## config.mk

```make
export PLATFORM = sky130hd
export DESIGN_NAME = trace_out_port
export DESIGN_NICKNAME = d
export VERILOG_FILES = /design/src/rtl/trace_port_pkg.sv /design/src/rtl/trace_port_dp.sv /design/src/rtl/trace_port_ctrl.sv /design/src/rtl/trace_out_port.sv
export SDC_FILE = /design/constraint.sdc
export NUM_CORES = 1
export LEC_CHECK = 0
export BUFFER_PORTS_ARGS = -buffer_cell sky130_fd_sc_hd__buf_2
export CAP_MARGIN = 0
export CORE_UTILIZATION = 35
export DETAILED_ROUTE_END_ITERATION = 7
export SETUP_SLACK_MARGIN = 0.1
export SKIP_LAST_GASP = 1
export SLEW_MARGIN = 0
export SYNTH_ARGS = -nofsm -noshare
export SYNTH_HDL_FRONTEND = slang
export SYNTH_SLANG_ARGS = --single-unit
```

## constraint.sdc

```tcl
create_clock -name clk -period 3.95 [get_ports clk]
set_input_delay 0.79 -clock clk [delete_from_list [all_inputs] [get_ports clk]]
set_output_delay 0.79 -clock clk [all_outputs]
set_load 0.005 [all_outputs]
```

## src/rtl/trace_port_pkg.sv

```systemverilog
package trace_port_pkg;
  localparam int unsigned TP_DATA_W = 32;
  localparam int unsigned TP_PINS   = 16;
  localparam int unsigned TP_DEPTH  = 4;
  localparam int unsigned IDX_W     = $clog2(TP_DEPTH);
  localparam int unsigned CODE_W    = 2;
  localparam int unsigned CFG_W     = 8;

  // control byte bit positions
  localparam int unsigned B_ON   = 0;
  localparam int unsigned B_CONT = 1;
  localparam int unsigned B_HALT = 2;
  localparam int unsigned B_CODE = 3;
  localparam int unsigned B_DDM  = 5;
  localparam int unsigned B_DDMW = 6;
  localparam int unsigned B_SRST = 7;

  typedef struct packed {
    logic             clr;
    logic             push;
    logic [IDX_W-1:0] wrIdx;
    logic             load;
    logic [IDX_W-1:0] rdIdx;
    logic             shift;
    logic [CODE_W-1:0] actCode;
  } dpCtl_t;
endpackage

```

## src/rtl/trace_port_dp.sv

```systemverilog
module trace_port_dp
  import trace_port_pkg::*;
#(
  parameter int unsigned DATA_W = TP_DATA_W,
  parameter int unsigned PINS   = TP_PINS,
  parameter int unsigned DEPTH  = TP_DEPTH
) (
  input  logic              clk,
  input  logic              rstN,
  input  dpCtl_t            ctl,
  input  logic [DATA_W-1:0] wrData,
  output logic [PINS-1:0]   trcData,
  output logic [PINS-1:0]   pinEn
);
  localparam int unsigned SW_W = $clog2(PINS) + 2;

  logic [DATA_W-1:0] mem [DEPTH];
  logic [DATA_W-1:0] shReg;
  logic [SW_W-1:0]   sliceW;
  logic [SW_W-1:0]   dropBits;
  logic [PINS-1:0]   topSlice;
  logic [PINS-1:0]   aligned;

  always_ff @(posedge clk) begin
    if (ctl.push) mem[ctl.wrIdx] <= wrData;
  end

  assign sliceW   = SW_W'(2) << ctl.actCode;
  assign dropBits = SW_W'(PINS) - sliceW;

  always_ff @(posedge clk or negedge rstN) begin
    if (!rstN)          shReg <= '0;
    else if (ctl.clr)   shReg <= '0;
    else if (ctl.load)  shReg <= mem[ctl.rdIdx];
    else if (ctl.shift) shReg <= shReg << sliceW;
  end

  assign topSlice = shReg[DATA_W-1 -: PINS];
  assign aligned  = topSlice >> dropBits;

  for (genvar i = 0; i < PINS; i++) begin : g_pin
    assign pinEn[i]   = (SW_W'(i) < sliceW);
    assign trcData[i] = pinEn[i] & aligned[i];
  end
endmodule

```

## src/rtl/trace_port_ctrl.sv

```systemverilog
module trace_port_ctrl
  import trace_port_pkg::*;
#(
  parameter int unsigned DATA_W = TP_DATA_W,
  parameter int unsigned DEPTH  = TP_DEPTH
) (
  input  logic             clk,
  input  logic             rstN,
  input  logic             cfgWe,
  input  logic [CFG_W-1:0] cfgWdata,
  output logic [CFG_W:0]   cfgRdata,
  input  logic             wrValid,
  input  logic             wrIsWrite,
  input  logic             wrRegionHit,
  output logic             wrReady,
  output logic             trcClk,
  output logic             trcSync,
  output dpCtl_t           ctl
);
  localparam int unsigned SL_W  = $clog2(DATA_W/2) + 1;
  localparam int unsigned CNT_W = $clog2(DEPTH + 1);

  logic portOn, contClk, haltOvf, ddmMode, ddmWrite;
  logic [CODE_W-1:0] cfgCode, curCode;
  logic [IDX_W-1:0]  wrPtr, rdPtr;
  logic [CNT_W-1:0]  count;
  logic              busy, phase;
  logic [SL_W-1:0]   slicesLeft;

  logic softRst, qual, wantWr, full, empty;
  logic doPush, doOvw, advance, lastSlice, doShift, doLoad;

  function automatic logic [IDX_W-1:0] nextIdx(input logic [IDX_W-1:0] i);
    return (i == IDX_W'(DEPTH-1)) ? '0 : i + 1'b1;
  endfunction

  function automatic logic [IDX_W-1:0] prevIdx(input logic [IDX_W-1:0] i);
    return (i == '0) ? IDX_W'(DEPTH-1) : i - 1'b1;
  endfunction

  assign softRst   = cfgWe && cfgWdata[B_SRST];
  assign qual      = ddmMode ? (wrIsWrite == ddmWrite) : wrRegionHit;
  assign wantWr    = wrValid && qual;
  assign full      = (count == CNT_W'(DEPTH));
  assign empty     = (count == '0);
  assign doPush    = wantWr && !full && !softRst;
  assign doOvw     = wantWr && full && !haltOvf && ddmMode && !softRst;
  assign wrReady   = !(wantWr && full && haltOvf);
  assign advance   = phase || (!busy && !contClk);
  assign lastSlice = (slicesLeft == SL_W'(1));
  assign doShift   = !softRst && advance && busy && !lastSlice;
  assign doLoad    = !softRst && advance && (!busy || lastSlice) && !empty && portOn;

  // control byte
  always_ff @(posedge clk or negedge rstN) begin
    if (!rstN) begin
      {portOn, contClk, haltOvf, ddmMode, ddmWrite} <= '0;
      cfgCode <= '0;
    end else if (softRst) begin
      {portOn, contClk, haltOvf, ddmMode, ddmWrite} <= '0;
      cfgCode <= '0;
    end else if (cfgWe) begin
      portOn   <= cfgWdata[B_ON];
      contClk  <= cfgWdata[B_CONT];
      haltOvf  <= cfgWdata[B_HALT];
      cfgCode  <= cfgWdata[B_CODE +: CODE_W];
      ddmMode  <= cfgWdata[B_DDM];
      ddmWrite <= cfgWdata[B_DDMW];
    end
  end

  // FIFO pointers
  always_ff @(posedge clk or negedge rstN) begin
    if (!rstN) begin
      wrPtr <= '0; rdPtr <= '0; count <= '0;
    end else if (softRst) begin
      wrPtr <= '0; rdPtr <= '0; count <= '0;
    end else begin
      if (doPush) wrPtr <= nextIdx(wrPtr);
      if (doLoad) rdPtr <= nextIdx(rdPtr);
      case ({doPush, doLoad})
        2'b10:   count <= count + 1'b1;
        2'b01:   count <= count - 1'b1;
        default: count <= count;
      endcase
    end
  end

  // serialiser sequencing and clock divider
  always_ff @(posedge clk or negedge rstN) begin
    if (!rstN) begin
      busy <= 1'b0; phase <= 1'b0; slicesLeft <= '0; curCode <= '0;
    end else if (softRst) begin
      busy <= 1'b0; phase <= 1'b0; slicesLeft <= '0; curCode <= '0;
    end else begin
      phase <= (contClk || busy) ? ~phase : 1'b0;
      if (doLoad) begin
        busy       <= 1'b1;
        curCode    <= cfgCode;
        slicesLeft <= SL_W'((DATA_W/2) >> cfgCode);
      end else if (doShift) begin
        slicesLeft <= slicesLeft - 1'b1;
      end else if (advance && busy && lastSlice) begin
        busy <= 1'b0;
      end
    end
  end

  assign ctl.clr     = softRst;
  assign ctl.push    = doPush || doOvw;
  assign ctl.wrIdx   = doOvw ? prevIdx(wrPtr) : wrPtr;
  assign ctl.load    = doLoad;
  assign ctl.rdIdx   = rdPtr;
  assign ctl.shift   = doShift;
  assign ctl.actCode = busy ? curCode : cfgCode;

  assign trcClk   = phase;
  assign trcSync  = busy;
  assign cfgRdata = {wantWr && !wrReady, 1'b0, ddmWrite, ddmMode, cfgCode,
                     haltOvf, contClk, portOn};
endmodule

```

## src/rtl/trace_out_port.sv

```systemverilog
module trace_out_port
  import trace_port_pkg::*;
#(
  parameter int unsigned DATA_W = TP_DATA_W,
  parameter int unsigned PINS   = TP_PINS,
  parameter int unsigned DEPTH  = TP_DEPTH
) (
  input  logic              clk,
  input  logic              rstN,
  input  logic              cfgWe,
  input  logic [CFG_W-1:0]  cfgWdata,
  output logic [CFG_W:0]    cfgRdata,
  input  logic              wrValid,
  input  logic [DATA_W-1:0] wrData,
  input  logic              wrIsWrite,
  input  logic              wrRegionHit,
  output logic              wrReady,
  output logic              trcClk,
  output logic              trcSync,
  output logic [PINS-1:0]   trcData,
  output logic [PINS-1:0]   pinEn
);
  dpCtl_t dpCtl;

  trace_port_ctrl #(.DATA_W(DATA_W), .DEPTH(DEPTH)) u_ctrl (
    .clk(clk), .rstN(rstN), .cfgWe(cfgWe), .cfgWdata(cfgWdata),
    .cfgRdata(cfgRdata), .wrValid(wrValid), .wrIsWrite(wrIsWrite),
    .wrRegionHit(wrRegionHit), .wrReady(wrReady), .trcClk(trcClk),
    .trcSync(trcSync), .ctl(dpCtl)
  );

  trace_port_dp #(.DATA_W(DATA_W), .PINS(PINS), .DEPTH(DEPTH)) u_dp (
    .clk(clk), .rstN(rstN), .ctl(dpCtl), .wrData(wrData),
    .trcData(trcData), .pinEn(pinEn)
  );
endmodule

```

==> results of run 1 <==
[power by group through the flow]
stage | combinational, mW | sequential, mW | clock, mW
2_1_floorplan | 1.44 | 2.58 | 0
3_3_place_gp | 1.68 | 2.77 | 0
3_5_place_dp | 1.71 | 2.79 | 0
4_1_cts | 1.73 | 2.75 | 1.59
5_1_grt | 1.88 | 2.80 | 1.67
6_report | 1.71 | 2.75 | 1.56
[synthesized netlist by cell type, drive strengths merged (3+ instances only)]
cell    number  share of area, %
and2        15               1.1
o21ai       28               1.7
ha           6              0.87
buf         47               4.1
nand3       13              0.76
nand2       49               2.2
nor2        40               1.8
clkbuf       9              0.39
dfrtp       55                16
a21oi       39               2.4
nand2b       3              0.22
nor3         3              0.17
mux4        51                14
edfxtp     128                45
a32oi        8              0.81
a22o         8              0.81
a31oi        5              0.36
mux2i       12               1.7
inv         15              0.68
a22oi        9              0.79
o31ai        3              0.26
xnor2        3              0.31
[worst max-delay path, stage by stage, from the launching register on]
cell and delay [ns]:
dfrtp_1 0.73, mux2_2 0.77, mux4_2 0.58, buf_2 0.14
[registers in the layout, indices dropped and copies added, names as in the netlist, 2 cells and up]
signal,cells
u_dp.mem,128
u_dp.shReg,32
u_ctrl.slicesLeft,5
u_ctrl.count,3
u_ctrl.cfgCode,2
u_ctrl.curCode,2
u_ctrl.rdPtr,2
u_ctrl.wrPtr,2
[worst max-delay path by stage]
stage / from / endpoint / slack (ns) / depth (start not counted)
finish: u_ctrl.trcSync$_DFFE_PN0P_ / trcData[0] / 0.51 / 3
CTS: u_ctrl.trcSync$_DFFE_PN0P_ / trcData[0] / 0.50 / 3
global route: u_ctrl.trcSync$_DFFE_PN0P_ / trcData[0] / 0.37 / 3
detailed placement: wrIsWrite / u_ctrl.count[2]$_DFFE_PN0P_ / 0.76 / 10
global placement: wrIsWrite / u_ctrl.count[2]$_DFFE_PN0P_ / 0.84 / 10
floorplan: cfgWe / u_dp.mem[0][0]$_DFFE_PP_ / 0.40 / 5
[layout make-up]
cell class,instances,area [um2],share of cell area (%)
well taps,324,405,4.17
repair buffers,97,513,5.27
multi-input cells,335,2990,30.7
clock buffers,19,433,4.45
flip-flops and latches,183,5220,53.7
clock inverters,12,105,1.08
inverters,15,58.8,0.605
[layer usage]
| layer | global-route usage, % | vias to the layer above | part of all wire [%] |
|---|---|---|---|
| li1 | - | 2376 | - |
| met1 | 20.5 | 2664 | 44 |
| met2 | 25.1 | 136 | 49 |
| met3 | 4.60 | 19 | 5.4 |
| met4 | 4.32 | 0 | 1.5 |
| met5 | 0 | - | 0 |
[logic make-up (layout without fill, tap and decap cells)]
kind of cell	count (synthesis)	after routing	share of synthesized area (%)
simple gates	133	133	7.33
other cells	2	3	0.0873
buf+inv	71	143	5.21
flops	183	183	60.7
compound gates	123	123	9.44
fa+ha+maj	7	7	1.11
xor+xnor	5	5	0.509
mux	64	64	15.6
==> impl_metrics.csv, run 1 <==
group,metric,value,unit
synthesis,ys_seq_area_share,60.7,%
synthesis,yosysWarningCount,0,
cells_and_area,stdcell_count,985,
floorplanning,die_area,0.0252,mm2
global_route,overflow,0,
drt,via_count,5195,
power,power,6.03,mW
timing,timing.slew.headroom,42.3,%
power,ir_drop,0.000331,V
place,place.gp.congestion,0.831,
global_route,grt_pass1_vias,5339,
cells_and_area,area_growth,13.1,%
timing,tns,0,ns
place,place_hpwl,12700,um
min_path,hold_path_class,"in -> async",
power,clockPowerShare,25.9,%
power,seq_power_share,45.7,%
floorplanning,core_area,0.0242,mm2
timing,setup_slack,0.511,ns
timing,finalHoldViolations,0,
clocking,cts_buffers,17,
timing,fin_skew,0.00898,ns
cells_and_area,stdcell_area,0.00973,mm2
clocking,postCtsSetupRepairBufs,0,
timing,period_minus_slack,3.44,ns
floorplanning,io_pins,90,
cells_and_area,utilization,40.1,%
drt,viasPerCell,5.27,
cells_and_area,fillCellCount,2240,
worst_setup_path,crit_path_end_kind,"output pin",
clocking,cts.sinks,183,
drt,drt_iter0_drc,433,
worst_setup_path,worstSetupPathType,"reg -> out",
run_status,status,"finished clean",
drt,drc_errors,0,
worst_setup_path,worstPathRequired,3.16,ns
timing,setup_viol,0,
synthesis,synthArstFlopShare,30.1,%
clocking,cts-root-buf,"clkbuf_16",
drt,wl_per_cell,19.5,um
synthesis,synth_cell_types,61,
flow_run,cap_violations,0,
power,power_per_cell_area,619,mW/mm2
global_route,grt_pass1_wl,30300,um
timing,fmax,291,MHz
clocking,cts_tree,"built",
clocking,clk_path_buf_depth,2,
worst_setup_path,crit_arrival,2.65,ns
cells_and_area,mostFrequentLayoutCells,"edfxtp_1 (128), buf_2 (86), dfrtp_1 (53), nand2_1 (48), mux4_2 (40)",
cells_and_area,final_common_cell,"edfxtp_1",
global_route,grt_max_degree,46,
synthesis,syn_area,0.00860,mm2
place,dp_slack,0.760,ns
drt,dr.pass1.iters,7,
drt,ant_nets,0,
floorplanning,dieHeight,159,um
worst_setup_path,cp-start-kind,"register",
synthesis,synth_area_per_cell,14.6,um2
power,comb_power_share,28.4,%
worst_setup_path,rr_worst_depth,5,
timing,holdWs,0.422,ns
power,internal_power,4.06,mW
place,io_buffers,86,
worst_setup_path,r2r_end,"u_dp.shReg[8]$_DFFE_PN0P_",
worst_setup_path,cp_max_fo,29,
place,dp.cells,954,
timing,fin_crit_sh,87.1,%
worst_setup_path,r2r_start,"u_ctrl.trcSync$_DFFE_PN0P_",
synthesis,ys_ff_latch,183,
cells_and_area,finalNetCount,702,
timing,drv_slew,0,
synthesis,synth_edf_count,128,
power,p_switching,1.97,mW
drt,drt-total-wl,19200,um
cells_and_area,diodes,0,
global_route,track_usage,15.6,%
clocking,clk_pin_slew,0.07,ns
synthesis,synth_ff_type,"edfxtp_1",
floorplanning,initial_utilization,35.5,%
power,swShare,32.7,%
clocking,ctsHoldBuffers,0,
timing,rsz0062_at_grt,"no",
power,power.leakage,3.55,nW
clocking,insertion_delay,0.43,ns
timing,tightest_slew,0.866,ns
global_route,antenna_found_initial,1,
cells_and_area,drive_gt1_share,27.5,%
clocking,post_cts_resized,0,
place,placed_area,0.00919,mm2
floorplanning,rows,57,
clocking,h-tree-depth,4,
floorplanning,die-width,159,um
synthesis,synth_cells,588,
worst_setup_path,rrSetupSlack,1.22,ns
No activity file was read; power rests on OpenSTA's default activity.
==> run 2: changes to the inputs <==
CORE_UTILIZATION = 40   (was 35)
==> impl_metrics.csv, run 2 (same netlist as run 1, synthesis figures left out) <==
group,metric,value,unit
worst_setup_path,r2r_end,"u_ctrl.count[2]$_DFFE_PN0P_",
worst_setup_path,rr_worst_depth,9,
power,ir_drop,0.000319,V
place,place_hpwl,11900,um
worst_setup_path,crit_arrival,2.63,ns
drt,drt_iter0_drc,354,
clocking,clk_pin_slew,0.07,ns
timing,rsz0062_at_grt,"no",
place,io_buffers,86,
clocking,cts_tree,"built",
drt,met3_length,1080,um
worst_setup_path,cp-start-kind,"register",
clocking,ctsHoldBuffers,0,
drt,dr.pass1.iters,5,
clocking,cts.sinks,183,
timing,timing.slew.headroom,34.5,%
drt,drc_errors,0,
cells_and_area,reg_top3,"u_dp.mem: 128 flops, u_dp.shReg: 32 flops, u_ctrl.slicesLeft: 5 flops",
global_route,grt_max_degree,46,
timing,period_minus_slack,3.42,ns
cells_and_area,finalNetCount,701,
timing,holdWs,0.432,ns
cells_and_area,drive_gt1_share,28.1,%
timing,tightest_slew,0.982,ns
cells_and_area,mostFrequentLayoutCells,"edfxtp_1 (128), buf_2 (86), dfrtp_1 (53), nand2_1 (48), mux4_2 (40)",
floorplanning,core_area,0.0210,mm2
timing,fmax,292,MHz
global_route,grt_pass1_vias,5114,
floorplanning,initial_utilization,40.9,%
clocking,cts-root-buf,"clkbuf_16",
drt,via_count,5208,
power,power_per_cell_area,629,mW/mm2
drt,wl_met1,8380,um
global_route,antenna_found_initial,0,
floorplanning,die_area,0.0221,mm2
floorplanning,io_pins,90,
worst_setup_path,cp-startpoint,"u_ctrl.trcSync$_DFFE_PN0P_",
floorplanning,die-width,149,um
min_path,hold_path_class,"in -> async",
clocking,postCtsSetupRepairBufs,0,
timing,fin_skew,0.00862,ns
cells_and_area,area_growth,12.7,%
run_status,status,"finished clean",
cells_and_area,final_common_cell,"edfxtp_1",
worst_setup_path,critPathCapture,"trcData[1]",
clocking,h-tree-depth,4,
drt,met2RoutedLength,8640,um
timing,fin_crit_sh,86.7,%
drt,viasPerCell,5.57,
cells_and_area,top_register,"u_dp.mem",
power,power.leakage,3.56,nW
drt,wl_per_cell,19.6,um
timing,setup_viol,0,
place,place.gp.congestion,0.804,
worst_setup_path,r2r_start,"u_ctrl.ddmWrite$_DFFE_PN0P_",
global_route,overflow,0,
drt,ant_nets,0,
timing,drv_slew,0,
clocking,insertion_delay,0.43,ns
global_route,track_usage,17.4,%
clocking,cts_buffers,17,
worst_setup_path,cp_max_fo,29,
floorplanning,dieHeight,149,um
drt,drt-total-wl,18400,um
worst_setup_path,worstSetupPathType,"reg -> out",
drt,topRoutingLayerUsed,"met4",
worst_setup_path,rrSetupSlack,1.20,ns
timing,finalHoldViolations,0,
timing,tns,0,ns
worst_setup_path,worstPathRequired,3.16,ns
worst_setup_path,crit_path_end_kind,"output pin",
clocking,post_cts_resized,0,
floorplanning,rows,53,
cells_and_area,largest_reg_flops,128,
flow_run,cap_violations,0,
clocking,clk_path_buf_depth,2,
global_route,grt_pass1_wl,28800,um
## run 2: cell types whose count changed in the layout (fill, tap and decap cells not counted), sizes merged
cell,change
bufinv,+1
clkinv,-5
clkinvlp,+2
buf,-1
clkbuf,-2
inv,+3
diode,+1
## run 2: worst min path at each step
| stage | start | end | slack, ns | cells past startpoint |
|---|---|---|---|---|
| 3_3_place_gp | u_dp.shReg[20]$_DFFE_PN0P_ | u_dp.shReg[20]$_DFFE_PN0P_ | 0.55 | 2 |
| 6_report | rstN | u_ctrl.ddmWrite$_DFFE_PN0P_ | 0.43 | 1 |
| 4_1_cts | rstN | u_ctrl.ddmWrite$_DFFE_PN0P_ | 0.43 | 1 |
| 5_1_grt | rstN | u_ctrl.ddmMode$_DFFE_PN0P_ | 0.48 | 1 |
| 3_5_place_dp | u_dp.shReg[19]$_DFFE_PN0P_ | u_dp.shReg[19]$_DFFE_PN0P_ | 0.55 | 2 |
| 2_1_floorplan | rstN | u_ctrl.cfgCode[0]$_DFFE_PN0P_ | 0.49 | 0 |
## run 2: metal layers
| metal | track usage [%] | vias up |
|---|---|---|
| met5 | 0 | - |
| met4 | 5.72 | 0 |
| met3 | 3.93 | 15 |
| met2 | 26.4 | 170 |
| met1 | 24.9 | 2650 |
| li1 | - | 2373 |
## run 2: worst max-delay path: stages, from the launching register on
cell and delay (ns):
dfrtp_1 0.73, mux2_2 0.74, mux4_2 0.59, buf_2 0.14
## run 2: layout make-up
cell class                      instances  area [um2]
Inverter                               15        58.8
Fill cell                            1832       11300
Timing Repair Buffer                   96         505
Multi-Input combinational cell        335        2990
Clock inverter                         13         150
Antenna cell                            1        2.50
Sequential cell                       183        5220
Tap cell                              275         344
Clock buffer                           17         425
## run 2: per-stage QoR
step / instance area, um2 / power (mW) / std cells / util, % / setup slack (ns)
CTS: 9700 / 6.14 / 934 / 46.1 / 0.491
global placement: 9120 / 4.41 / 904 / 43.4 / 0.825
global route: 9700 / 6.42 / 934 / 46.1 / 0.387
detailed placement: 9120 / 4.48 / 904 / 43.4 / 0.728
floorplan: 8620 / 4.02 / 589 / - / 0.403
finish: 9700 / 6.10 / 935 / 46.1 / 0.525
## run 2: report_power, final
group          internal (mW)  total (mW)  switching, mW
Clock                  0.935        1.66          0.729
Sequential              2.35        2.76          0.409
Combinational          0.844        1.68          0.837
==> run 3: changes to the inputs <==
CORE_ASPECT_RATIO = 1.75   (was default)
==> impl_metrics.csv, run 3 (same netlist as run 1, synthesis figures left out) <==
group,metric,value,unit
run_status,status,"finished clean",
drt,viasPerCell,5.64,
floorplanning,die-width,113,um
clocking,insertion_delay,0.42,ns
drt,drt_iter0_drc,246,
worst_setup_path,cpLargestDelayFamily,"multiplexers",
floorplanning,core_area,0.0210,mm2
clocking,postCtsSetupRepairBufs,0,
cells_and_area,drive_gt1_share,27.6,%
worst_setup_path,worstSetupPathType,"reg -> out",
drt,drt-total-wl,19100,um
global_route,antenna_found_initial,0,
timing,timing.slew.headroom,39.9,%
timing,finalHoldViolations,0,
worst_setup_path,crit_path_end_kind,"output pin",
cells_and_area,reg_top3,"u_dp.mem: 128 flops, u_dp.shReg: 32 flops, u_ctrl.slicesLeft: 5 flops",
min_path,hold_path_class,"in -> async",
timing,fin_crit_sh,87.7,%
timing,fin_skew,0.00749,ns
timing,tightest_slew,0.902,ns
global_route,overflow,0,
clocking,h-tree-depth,4,
timing,rsz0062_at_grt,"no",
cells_and_area,stdcell_area,0.00963,mm2
timing,setup_viol,0,
place,placed_area,0.00911,mm2
place,place.gp.congestion,0.852,
clocking,cts_tree,"built",
drt,wl_per_cell,20.9,um
clocking,ctsHoldBuffers,0,
clocking,cts.sinks,183,
cells_and_area,top_register,"u_dp.mem",
cells_and_area,largest_reg_flops,128,
drt,dr.pass1.iters,5,
cells_and_area,diodes,0,
worst_setup_path,critPathBufInv,1,
worst_setup_path,path_cells,"mux2_2 -> mux4_2 -> buf_2",
cells_and_area,mostFrequentLayoutCells,"edfxtp_1 (128), buf_2 (86), dfrtp_1 (54), nand2_1 (48), mux4_2 (40)",
timing,fmax,289,MHz
floorplanning,io_pins,90,
timing,tns,0,ns
place,dp_slack,0.673,ns
worst_setup_path,cp_max_fo,29,
power,power,5.96,mW
clocking,cts-root-buf,"clkbuf_16",
power,ir_drop,0.000297,V
worst_setup_path,worstPathRequired,3.16,ns
floorplanning,initial_utilization,40.9,%
cells_and_area,final_common_cell,"edfxtp_1",
floorplanning,die_area,0.0221,mm2
cells_and_area,area_growth,11.9,%
clocking,post_cts_resized,0,
drt,ant_nets,0,
place,io_buffers,86,
place,place_hpwl,13000,um
worst_setup_path,cp_slowest_cell,"mux2_2",
drt,via_count,5152,
worst_setup_path,crit_arrival,2.67,ns
global_route,grt_pass1_vias,5281,
global_route,grt_pass1_wl,29900,um
global_route,track_usage,18.1,%
floorplanning,rows,70,
worst_setup_path,cp-start-kind,"register",
drt,drc_errors,0,
timing,drv_slew,0,
clocking,clk_path_buf_depth,2,
clocking,clk_pin_slew,0.06,ns
cells_and_area,finalNetCount,702,
flow_run,cap_violations,0,
clocking,cts_buffers,17,
power,power.leakage,3.54,nW
worst_setup_path,max_stage_delay,0.76,ns
power,power_per_cell_area,619,mW/mm2
global_route,grt_max_degree,46,
timing,period_minus_slack,3.46,ns
floorplanning,dieHeight,196,um
timing,setup_slack,0.487,ns
## run 3: cell count changes in the layout (fill, tap and decap cells not counted), moves of 2 or more
| cell | previous run | this run |
|---|---|---|
| clkbuf_1 | 0 | 3 |
| clkinv_2 | 1 | 4 |
| inv_6 | 3 | 0 |
| bufinv_16 | 2 | 0 |
| clkinvlp_4 | 4 | 2 |
| o22ai_2 | 2 | 0 |
| o22ai_4 | 0 | 2 |
## run 3: final timing paths
kind                                                 end  slack (ns)  cells after the start                         from
setup / recovery                              trcData[1]        0.49                      3   u_ctrl.trcSync$_DFFE_PN0P_
hold / removal               u_ctrl.ddmWrite$_DFFE_PN0P_        0.49                      1                         rstN
setup reg to reg             u_ctrl.count[2]$_DFFE_PN0P_        1.12                      9  u_ctrl.ddmWrite$_DFFE_PN0P_
hold reg to reg               u_ctrl.contClk$_DFFE_PN0P_        0.57                      2   u_ctrl.contClk$_DFFE_PN0P_
max in group asynchronous  u_ctrl.curCode[0]$_DFFE_PN0N_        2.64                      2                         rstN
min in group clk              u_ctrl.contClk$_DFFE_PN0P_        0.57                      2   u_ctrl.contClk$_DFFE_PN0P_
## run 3: where the power goes
group	internal [mW]	leakage [nW]	switching, mW
logic	0.849	1.44	0.862
clock network	0.802	0.249	0.691
registers	2.35	1.85	0.408
## run 3: routing by layer
layer | share of wire, % | global-route usage (%) | vias up
li1 | - | - | 2373
met1 | 40 | 22.1 | 2594
met2 | 53 | 31.3 | 157
met3 | 4.1 | 3.03 | 28
met4 | 3.0 | 8.33 | 0
met5 | 0 | 0 | -
## run 3: through the flow
stage               hold WS [ns]  instances  util (%)
finish                     0.488        914      45.8
global route               0.540        914      45.8
CTS                        0.505        914      45.8
detailed placement         0.552        882      43.4
global placement           0.546        882      43.4
floorplan                  0.488        589         -
## run 3: cell type report
| type | count | area, um2 |
|---|---|---|
| sequential | 183 | 5220 |
| clock buffer | 20 | 437 |
| fill | 1853 | 11400 |
| tap | 252 | 315 |
| multi-input combinational | 335 | 3000 |
| inverter | 15 | 58.8 |
| clock inverter | 12 | 81.3 |
| timing repair buffer | 97 | 513 |
## run 3: worst reg2reg max path: stages, from the launching register on
cell and delay (ns):
dfrtp_1 0.42, xnor2_1 0.17, mux2i_1 0.11, nand3b_1 0.48, nand2b_1 0.31, ha_1 0.25, fa_1 0.40, xnor2_1 0.15
or3_1 0.31, a21oi_1 0.15
